File: src/rtl/pwrctl_i2c_pkg.sv
package pwrctl_i2c_pkg;
  typedef enum logic [2:0] {
    ST_IDLE,
    ST_ADDR,
    ST_ACK_A,
    ST_WR,
    ST_ACK_W,
    ST_RD,
    ST_ACK_R
  } bus_state_e;
endpackage

File: src/rtl/i2c_line_sync.sv
module i2c_line_sync #(
  parameter int LINES  = 2,
  parameter int STAGES = 2
) (
  input  logic             clk,
  input  logic             rst_n,
  input  logic [LINES-1:0] raw_i,
  output logic [LINES-1:0] lvl_o,
  output logic [LINES-1:0] rise_o,
  output logic [LINES-1:0] fall_o
);
  // per line: STAGES synchronizer flops plus one history flop
  for (genvar g = 0; g < LINES; g++) begin : g_line
    logic [STAGES:0] chain;
    always_ff @(posedge clk or negedge rst_n) begin
      if (!rst_n) chain <= '1;
      else        chain <= {chain[STAGES-1:0], raw_i[g]};
    end
    assign lvl_o[g]  = chain[STAGES-1];
    assign rise_o[g] = chain[STAGES-1] & ~chain[STAGES];
    assign fall_o[g] = ~chain[STAGES-1] & chain[STAGES];
  end
endmodule

File: src/rtl/i2c_cond_detect.sv
module i2c_cond_detect (
  input  logic scl_lvl_i,
  input  logic scl_rise_i,
  input  logic sda_rise_i,
  input  logic sda_fall_i,
  output logic start_o,
  output logic stop_o
);
  // SCL must be high and steady while SDA moves
  logic scl_steady_hi;
  assign scl_steady_hi = scl_lvl_i & ~scl_rise_i;
  assign start_o = scl_steady_hi & sda_fall_i;
  assign stop_o  = scl_steady_hi & sda_rise_i;
endmodule

File: src/rtl/i2c_byte_fsm.sv
module i2c_byte_fsm
  import pwrctl_i2c_pkg::*;
#(
  parameter int REG_W = 8
) (
  input  logic             clk,
  input  logic             rst_n,
  input  logic             scl_rise_i,
  input  logic             scl_fall_i,
  input  logic             sda_lvl_i,
  input  logic             start_i,
  input  logic             stop_i,
  input  logic             hold_i,
  input  logic [REG_W-2:0] dev_addr_i,
  input  logic [REG_W-1:0] rd_data_i,
  output logic             wr_stb_o,
  output logic [REG_W-1:0] wr_data_o,
  output logic             sda_oe_o
);
  localparam int CNT_W = $clog2(REG_W + 1);
  localparam logic [CNT_W-1:0] FULL = CNT_W'(REG_W);

  bus_state_e       state;
  logic [CNT_W-1:0] cnt;
  logic [REG_W-1:0] rx_sh;
  logic [REG_W-1:0] tx_sh;
  logic             rnw;
  logic             m_ack;
  logic             abort;

  assign abort     = hold_i | stop_i | start_i;
  assign wr_stb_o  = (state == ST_WR) && scl_fall_i && (cnt == FULL) && !abort;
  assign wr_data_o = rx_sh;

  always_ff @(posedge clk or negedge rst_n) begin
    if (!rst_n) begin
      state    <= ST_IDLE;
      cnt      <= '0;
      rx_sh    <= '0;
      tx_sh    <= '0;
      rnw      <= 1'b0;
      m_ack    <= 1'b0;
      sda_oe_o <= 1'b0;
    end else if (hold_i || stop_i) begin
      state    <= ST_IDLE;
      cnt      <= '0;
      sda_oe_o <= 1'b0;
    end else if (start_i) begin
      state    <= ST_ADDR;
      cnt      <= '0;
      sda_oe_o <= 1'b0;
    end else begin
      unique case (state)
        ST_ADDR: begin
          if (scl_rise_i) begin
            rx_sh <= {rx_sh[REG_W-2:0], sda_lvl_i};
            cnt   <= cnt + CNT_W'(1);
          end else if (scl_fall_i && cnt == FULL) begin
            if (rx_sh[REG_W-1:1] == dev_addr_i) begin
              sda_oe_o <= 1'b1;
              rnw      <= rx_sh[0];
              state    <= ST_ACK_A;
            end else begin
              state <= ST_IDLE;
            end
          end
        end
        ST_ACK_A: begin
          if (scl_fall_i) begin
            if (rnw) begin
              tx_sh    <= rd_data_i;
              sda_oe_o <= ~rd_data_i[REG_W-1];
              cnt      <= CNT_W'(1);
              state    <= ST_RD;
            end else begin
              sda_oe_o <= 1'b0;
              cnt      <= '0;
              state    <= ST_WR;
            end
          end
        end
        ST_WR: begin
          if (scl_rise_i) begin
            rx_sh <= {rx_sh[REG_W-2:0], sda_lvl_i};
            cnt   <= cnt + CNT_W'(1);
          end else if (scl_fall_i && cnt == FULL) begin
            sda_oe_o <= 1'b1;
            state    <= ST_ACK_W;
          end
        end
        ST_ACK_W: begin
          if (scl_fall_i) begin
            sda_oe_o <= 1'b0;
            cnt      <= '0;
            state    <= ST_WR;
          end
        end
        ST_RD: begin
          if (scl_fall_i) begin
            if (cnt == FULL) begin
              sda_oe_o <= 1'b0;
              state    <= ST_ACK_R;
            end else begin
              sda_oe_o <= ~tx_sh[REG_W-2];
              tx_sh    <= {tx_sh[REG_W-2:0], 1'b0};
              cnt      <= cnt + CNT_W'(1);
            end
          end
        end
        ST_ACK_R: begin
          if (scl_rise_i) begin
            m_ack <= ~sda_lvl_i;
          end else if (scl_fall_i) begin
            if (m_ack) begin
              tx_sh    <= rd_data_i;
              sda_oe_o <= ~rd_data_i[REG_W-1];
              cnt      <= CNT_W'(1);
              state    <= ST_RD;
            end else begin
              state <= ST_IDLE;
            end
          end
        end
        default: begin
          sda_oe_o <= 1'b0;
        end
      endcase
    end
  end

  AST_CNT_BOUND: assert property (@(posedge clk) disable iff (!rst_n)
    cnt <= FULL);
  AST_IDLE_QUIET: assert property (@(posedge clk) disable iff (!rst_n)
    (state == ST_IDLE) |-> !sda_oe_o);
  AST_DRIVE_ON_SCL_FALL: assert property (@(posedge clk) disable iff (!rst_n)
    ((sda_oe_o != $past(sda_oe_o)) && !$past(abort)) |-> $past(scl_fall_i));
endmodule

File: src/rtl/ctrl_status_reg.sv
module ctrl_status_reg #(
  parameter int REG_W = 8,
  parameter int RO_W  = 2
) (
  input  logic                  clk,
  input  logic                  rst_n,
  input  logic                  clr_i,
  input  logic                  wr_stb_i,
  input  logic [REG_W-1:0]      wr_data_i,
  input  logic [RO_W-1:0]       flags_i,
  output logic [REG_W-RO_W-1:0] ctrl_o,
  output logic [REG_W-1:0]      rd_data_o
);
  localparam int CTRL_W = REG_W - RO_W;

  logic [CTRL_W-1:0] ctrl_q;

  // only the upper bits are stored; the flag positions of a write are dropped
  always_ff @(posedge clk or negedge rst_n) begin
    if (!rst_n)        ctrl_q <= '0;
    else if (clr_i)    ctrl_q <= '0;
    else if (wr_stb_i) ctrl_q <= wr_data_i[REG_W-1:RO_W];
  end

  assign ctrl_o    = ctrl_q;
  assign rd_data_o = {ctrl_q, flags_i};

  AST_UV_CLEARS: assert property (@(posedge clk) disable iff (!rst_n)
    clr_i |=> (ctrl_q == '0));
  AST_HOLD_STABLE: assert property (@(posedge clk) disable iff (!rst_n)
    (!clr_i && !wr_stb_i) |=> $stable(ctrl_q));
endmodule

File: src/rtl/pwr_ctl_i2c_regs.sv
module pwr_ctl_i2c_regs #(
  parameter int REG_W   = 8,
  parameter int RO_W    = 2,
  parameter int STRAP_W = 2,
  parameter int STAGES  = 2,
  parameter logic [REG_W-2-STRAP_W:0] ADDR_HI = 'b00010
) (
  input  logic                  clk,
  input  logic                  rst_n,
  input  logic                  scl_i,
  input  logic                  sda_i,
  output logic                  sda_oe_o,
  input  logic [STRAP_W-1:0]    strap_i,
  input  logic                  uv_i,
  input  logic                  hot_flag_i,
  input  logic                  ovl_flag_i,
  output logic [REG_W-RO_W-1:0] ctrl_o
);
  localparam int ADDR_W = REG_W - 1;

  logic [1:0]        lvl, rise, fall;
  logic              start, stop;
  logic [ADDR_W-1:0] dev_addr;
  logic [REG_W-1:0]  rd_data;
  logic [REG_W-1:0]  wr_data;
  logic              wr_stb;

  assign dev_addr = {ADDR_HI, strap_i};

  // line 1 = SCL, line 0 = SDA
  i2c_line_sync #(.LINES(2), .STAGES(STAGES)) u_sync (
    .clk    (clk),
    .rst_n  (rst_n),
    .raw_i  ({scl_i, sda_i}),
    .lvl_o  (lvl),
    .rise_o (rise),
    .fall_o (fall)
  );

  i2c_cond_detect u_cond (
    .scl_lvl_i  (lvl[1]),
    .scl_rise_i (rise[1]),
    .sda_rise_i (rise[0]),
    .sda_fall_i (fall[0]),
    .start_o    (start),
    .stop_o     (stop)
  );

  i2c_byte_fsm #(.REG_W(REG_W)) u_fsm (
    .clk        (clk),
    .rst_n      (rst_n),
    .scl_rise_i (rise[1]),
    .scl_fall_i (fall[1]),
    .sda_lvl_i  (lvl[0]),
    .start_i    (start),
    .stop_i     (stop),
    .hold_i     (uv_i),
    .dev_addr_i (dev_addr),
    .rd_data_i  (rd_data),
    .wr_stb_o   (wr_stb),
    .wr_data_o  (wr_data),
    .sda_oe_o   (sda_oe_o)
  );

  ctrl_status_reg #(.REG_W(REG_W), .RO_W(RO_W)) u_reg (
    .clk       (clk),
    .rst_n     (rst_n),
    .clr_i     (uv_i),
    .wr_stb_i  (wr_stb),
    .wr_data_i (wr_data),
    .flags_i   ({hot_flag_i, ovl_flag_i}),
    .ctrl_o    (ctrl_o),
    .rd_data_o (rd_data)
  );

  AST_UV_NO_ACK: assert property (@(posedge clk) disable iff (!rst_n)
    uv_i |=> !sda_oe_o);
  AST_UV_ZERO_OUT: assert property (@(posedge clk) disable iff (!rst_n)
    uv_i |=> (ctrl_o == '0));
endmodule

File: config.mk
export PLATFORM = sky130hd
export DESIGN_NAME = pwr_ctl_i2c_regs
export DESIGN_NICKNAME = d
export VERILOG_FILES = /design/src/rtl/pwrctl_i2c_pkg.sv /design/src/rtl/i2c_line_sync.sv /design/src/rtl/i2c_cond_detect.sv /design/src/rtl/i2c_byte_fsm.sv /design/src/rtl/ctrl_status_reg.sv /design/src/rtl/pwr_ctl_i2c_regs.sv
export SDC_FILE = /design/constraint.sdc
export NUM_CORES = 1
export LEC_CHECK = 0
export ABC_CLOCK_PERIOD_IN_PS = 2200
export BUFFER_PORTS_ARGS = -buffer_cell sky130_fd_sc_hd__buf_4
export CAP_MARGIN = 10
export CORE_MARGIN = 2
export CORE_UTILIZATION = 29
export CTS_CLUSTER_DIAMETER = 40
export DETAILED_ROUTE_END_ITERATION = 6
export PLACE_DENSITY_LB_ADDON = 0.25
export SYNTH_ARGS = -nofsm -noshare
export SYNTH_HDL_FRONTEND = slang
export SYNTH_HIERARCHICAL = 1
export SYNTH_SLANG_ARGS = --single-unit
export TNS_END_PERCENT = 1
File: constraint.sdc
create_clock -name clk -period 2.2 [get_ports clk]
set_input_delay 0.33 -clock clk [delete_from_list [all_inputs] [get_ports clk]]
set_output_delay 0.33 -clock clk [all_outputs]
set_load 0.02 [all_outputs]
==> impl_metrics.py <==
metrics = {
    "status": {
        "status": "complete, but fails checks",
        "violations": "hold timing",
    },
    "sta": {
        "period_needed_ns": 2.04,
        "layout_worst_path_cycle_share": 0.927,
        "finalHoldViolCount": 29,
        "setup_ws_ns": 0.160,
        "rsz0062_at_grt": "false",
        "clock_skew_ns": 0.00867,
        "hold_slack_ns": -0.0144,
        "timing.fmax_mhz": 490,
        "timing.setup.tns_ns": 0,
        "slew_violations": 0,
        "finalSetupViolations": 0,
    },
    "yosys": {
        "netlist_area_sq_mm": 0.00213,
        "yosysWarnings": 6,
        "synthArstFlopShare": 1.00,
        "synth-seq-cells": 37,
        "syn_area_per_cell_sq_um": 10.2,
        "synth_cell_type_count": 51,
        "synth-edff-count": 0,
        "synth_flop_cell": "dfrtp_1",
        "synthCells": 210,
        "yosysSeqAreaShare": 0.438,
    },
    "floorplanning": {
        "ios": 16,
        "die_w_um": 89.7,
        "start_util": 0.297,
        "die_area_sq_mm": 0.00805,
        "rows": 31,
        "core_area_sq_mm": 0.00718,
        "fp.dieH_um": 89.7,
    },
    "route": {
        "drt_iter0_markers": 64,
        "avgRoutedWirePerCell_um": 13.0,
        "drtPass1Iterations": 4,
        "ant_nets": 0,
        "wl_um": 4250,
        "via_per_inst": 4.64,
        "vias": 1518,
        "drc": 0,
    },
    "final_layout": {
        "fin_area_sq_mm": 0.00243,
        "final_core_util": 0.339,
        "antennaDiodeCount": 0,
        "drive_above_1_share": 0.263,
        "multi_input_area_sq_mm": 0.00104,
        "seq_area_sq_um": 933,
        "area_growth_pct": 14.0,
        "stdcell_count": 327,
        "n_fill_cell": 738,
        "nNetsFinal": 238,
    },
    "grt": {
        "grt_pass1_vias": 1491,
        "grt_overflow": 0,
        "grt_pass1_wl_um": 7130,
        "grt_use_total": 0.108,
        "antenna_found_initial": 0,
        "grt_start_max_net_pins": 38,
    },
    "clock_network": {
        "numCtsBuffers": 5,
        "clock_sinks": 37,
        "cts_tree": "built",
        "clk_latency_ns": 0.29,
        "htreeDepth": 2,
        "postCtsSetupBuffers": 0,
        "clkTransAtPathRegs_ns": 0.08,
        "cts-root-buf": "clkbuf_8",
        "cts_max_path_buffers": 2,
    },
    "pwr": {
        "p_sw_frac": 0.227,
        "p_int_mw": 1.08,
        "clockPowerShare": 0.429,
        "p_sw_mw": 0.316,
        "power_frac_comb": 0.066,
        "p_total_mw": 1.39,
        "powerDensity_mw_per_mm2": 572,
        "p_leak_nw": 1.10,
        "seqPwrFrac": 0.505,
        "vdd_drop_max_mv": 0.343,
    },
    "placement": {
        "port_buffers": 15,
        "dpl-instance-area_sq_mm": 0.00231,
        "dp_cells": 319,
        "globalplace.congestion": 0.842,
        "place_ws_ns": 0.0608,
        "hpwlAfterDp_um": 3050,
    },
    "min_path": {
        "hp-class": "primary input to async pin",
    },
    "setup_path": {
        "critPathArrivalTime_ns": 2.22,
        "ff2ff_setup_slack_ns": 0.16,
        "cp.required_ns": 2.38,
        "cp-start-kind": "register",
        "critical_path_class": "register to register",
        "critPathMaxFanout": 5,
        "end_kind": "register",
    },
    "job": {
        "cap_viol_max_count": 0,
    },
}
state kept, by name, summed over array words and instances, names as in the netlist, 3 cells and up:
register,cells
u_fsm/cnt,4
u_sync/g_line.chain,6
u_fsm/wr_data_o,8
u_fsm/tx_sh,7
u_fsm/state,3
u_reg/ctrl_o,6
final timing paths:
check                                           from                         to  cells past startpoint
hold reg to reg            u_sync/g_line[1].chain[0]  u_sync/g_line[1].chain[1]                      0
setup reg to reg           u_sync/g_line[0].chain[1]             u_fsm/sda_oe_o                      7
setup / recovery           u_sync/g_line[0].chain[1]             u_fsm/sda_oe_o                      7
max in group asynchronous                      rst_n  u_sync/g_line[1].chain[2]                      1
hold / removal                                 rst_n         u_fsm/wr_data_o[4]                      1
min in group clk                               scl_i  u_sync/g_line[1].chain[0]                      1
final cells by class:
type / count / area share
inverter: 6 / 0.00926
tap: 99 / 0.0510
multi-input combinational: 151 / 0.430
timing repair buffer: 26 / 0.0803
sequential: 37 / 0.384
clock inverter: 2 / 0.0160
clock buffer: 6 / 0.0299
power by group through the flow:
stage	registers [mW]	clock network (mW)	logic [mW]
after global routing	0.705	0.641	0.104
after floorplan	0.714	0	0.0542
final	0.702	0.597	0.0920
after global placement	0.715	0	0.0916
after detailed placement	0.716	0	0.0921
after CTS	0.703	0.621	0.0924
cell usage after synthesis (4+ instances only):
| cell | n | area share |
|---|---|---|
| mux2_2 | 8 | 0.042 |
| nand2_1 | 23 | 0.040 |
| dfstp_2 | 6 | 0.074 |
| nor2b_1 | 4 | 0.012 |
| buf_4 | 10 | 0.035 |
| and2b_2 | 4 | 0.016 |
| inv_1 | 4 | 0.0070 |
| nand3_1 | 6 | 0.014 |
| xor2_1 | 4 | 0.016 |
| mux2i_1 | 16 | 0.075 |
| nor3_1 | 4 | 0.0094 |
| nor2_1 | 15 | 0.026 |
| o21ai_0 | 6 | 0.014 |
| dfrtp_1 | 31 | 0.36 |
| xnor2_1 | 4 | 0.016 |
| o21ai_1 | 7 | 0.016 |
| buf_6 | 5 | 0.026 |
per-layer routing:
metal	track usage	wire (um)
met5	0	0
met4	0.0436	72
met3	0.0243	114
met2	0.167	1970
met1	0.149	2100
critical path: stages (launching register included):
cell	delay (ns)
dfstp_2	0.53
and2b_2	0.20
and3b_1	0.21
nor3_4	0.26
buf_4	0.18
nand3_1	0.07
o22ai_1	0.15
mux2_1	0.33
kinds of logic after synthesis:
family / Yosys count / share of synthesized area
compound gates: 35 / 0.120
fa+ha+maj: 2 / 0.0117
buf+inv: 25 / 0.0804
flops: 37 / 0.438
simple gates: 75 / 0.185
xor+xnor: 8 / 0.0329
mux: 26 / 0.128
other cells: 2 / 0.00352
repair_timing:
item | 4_1_cts | 5_1_grt
hold buffers | 0 | 0
resized for setup | 0 | 1
setup endpoints to repair | 0 | 12
cell usage in the layout, fill, tap and decap left out, types with 3 or more instances in the layout:
cell / Yosys / routed
nand3b_1: 3 / 3
mux2i_1: 16 / 16
nor2_1: 15 / 15
o21ai_1: 7 / 7
nand2_1: 23 / 23
nand3_1: 6 / 6
xor2_1: 4 / 4
o21ai_0: 6 / 6
dfstp_2: 6 / 6
and3b_1: 3 / 3
conb_1: 2 / 5
nor2b_1: 4 / 4
xnor2_1: 4 / 4
o21ai_2: 3 / 3
and2b_2: 4 / 4
mux2_2: 8 / 8
dfrtp_1: 31 / 31
clkbuf_8: 0 / 5
nand2b_1: 3 / 3
inv_1: 4 / 4
nor3_1: 4 / 4
buf_4: 10 / 26
Note: power is estimated with default switching activity, not from simulation.
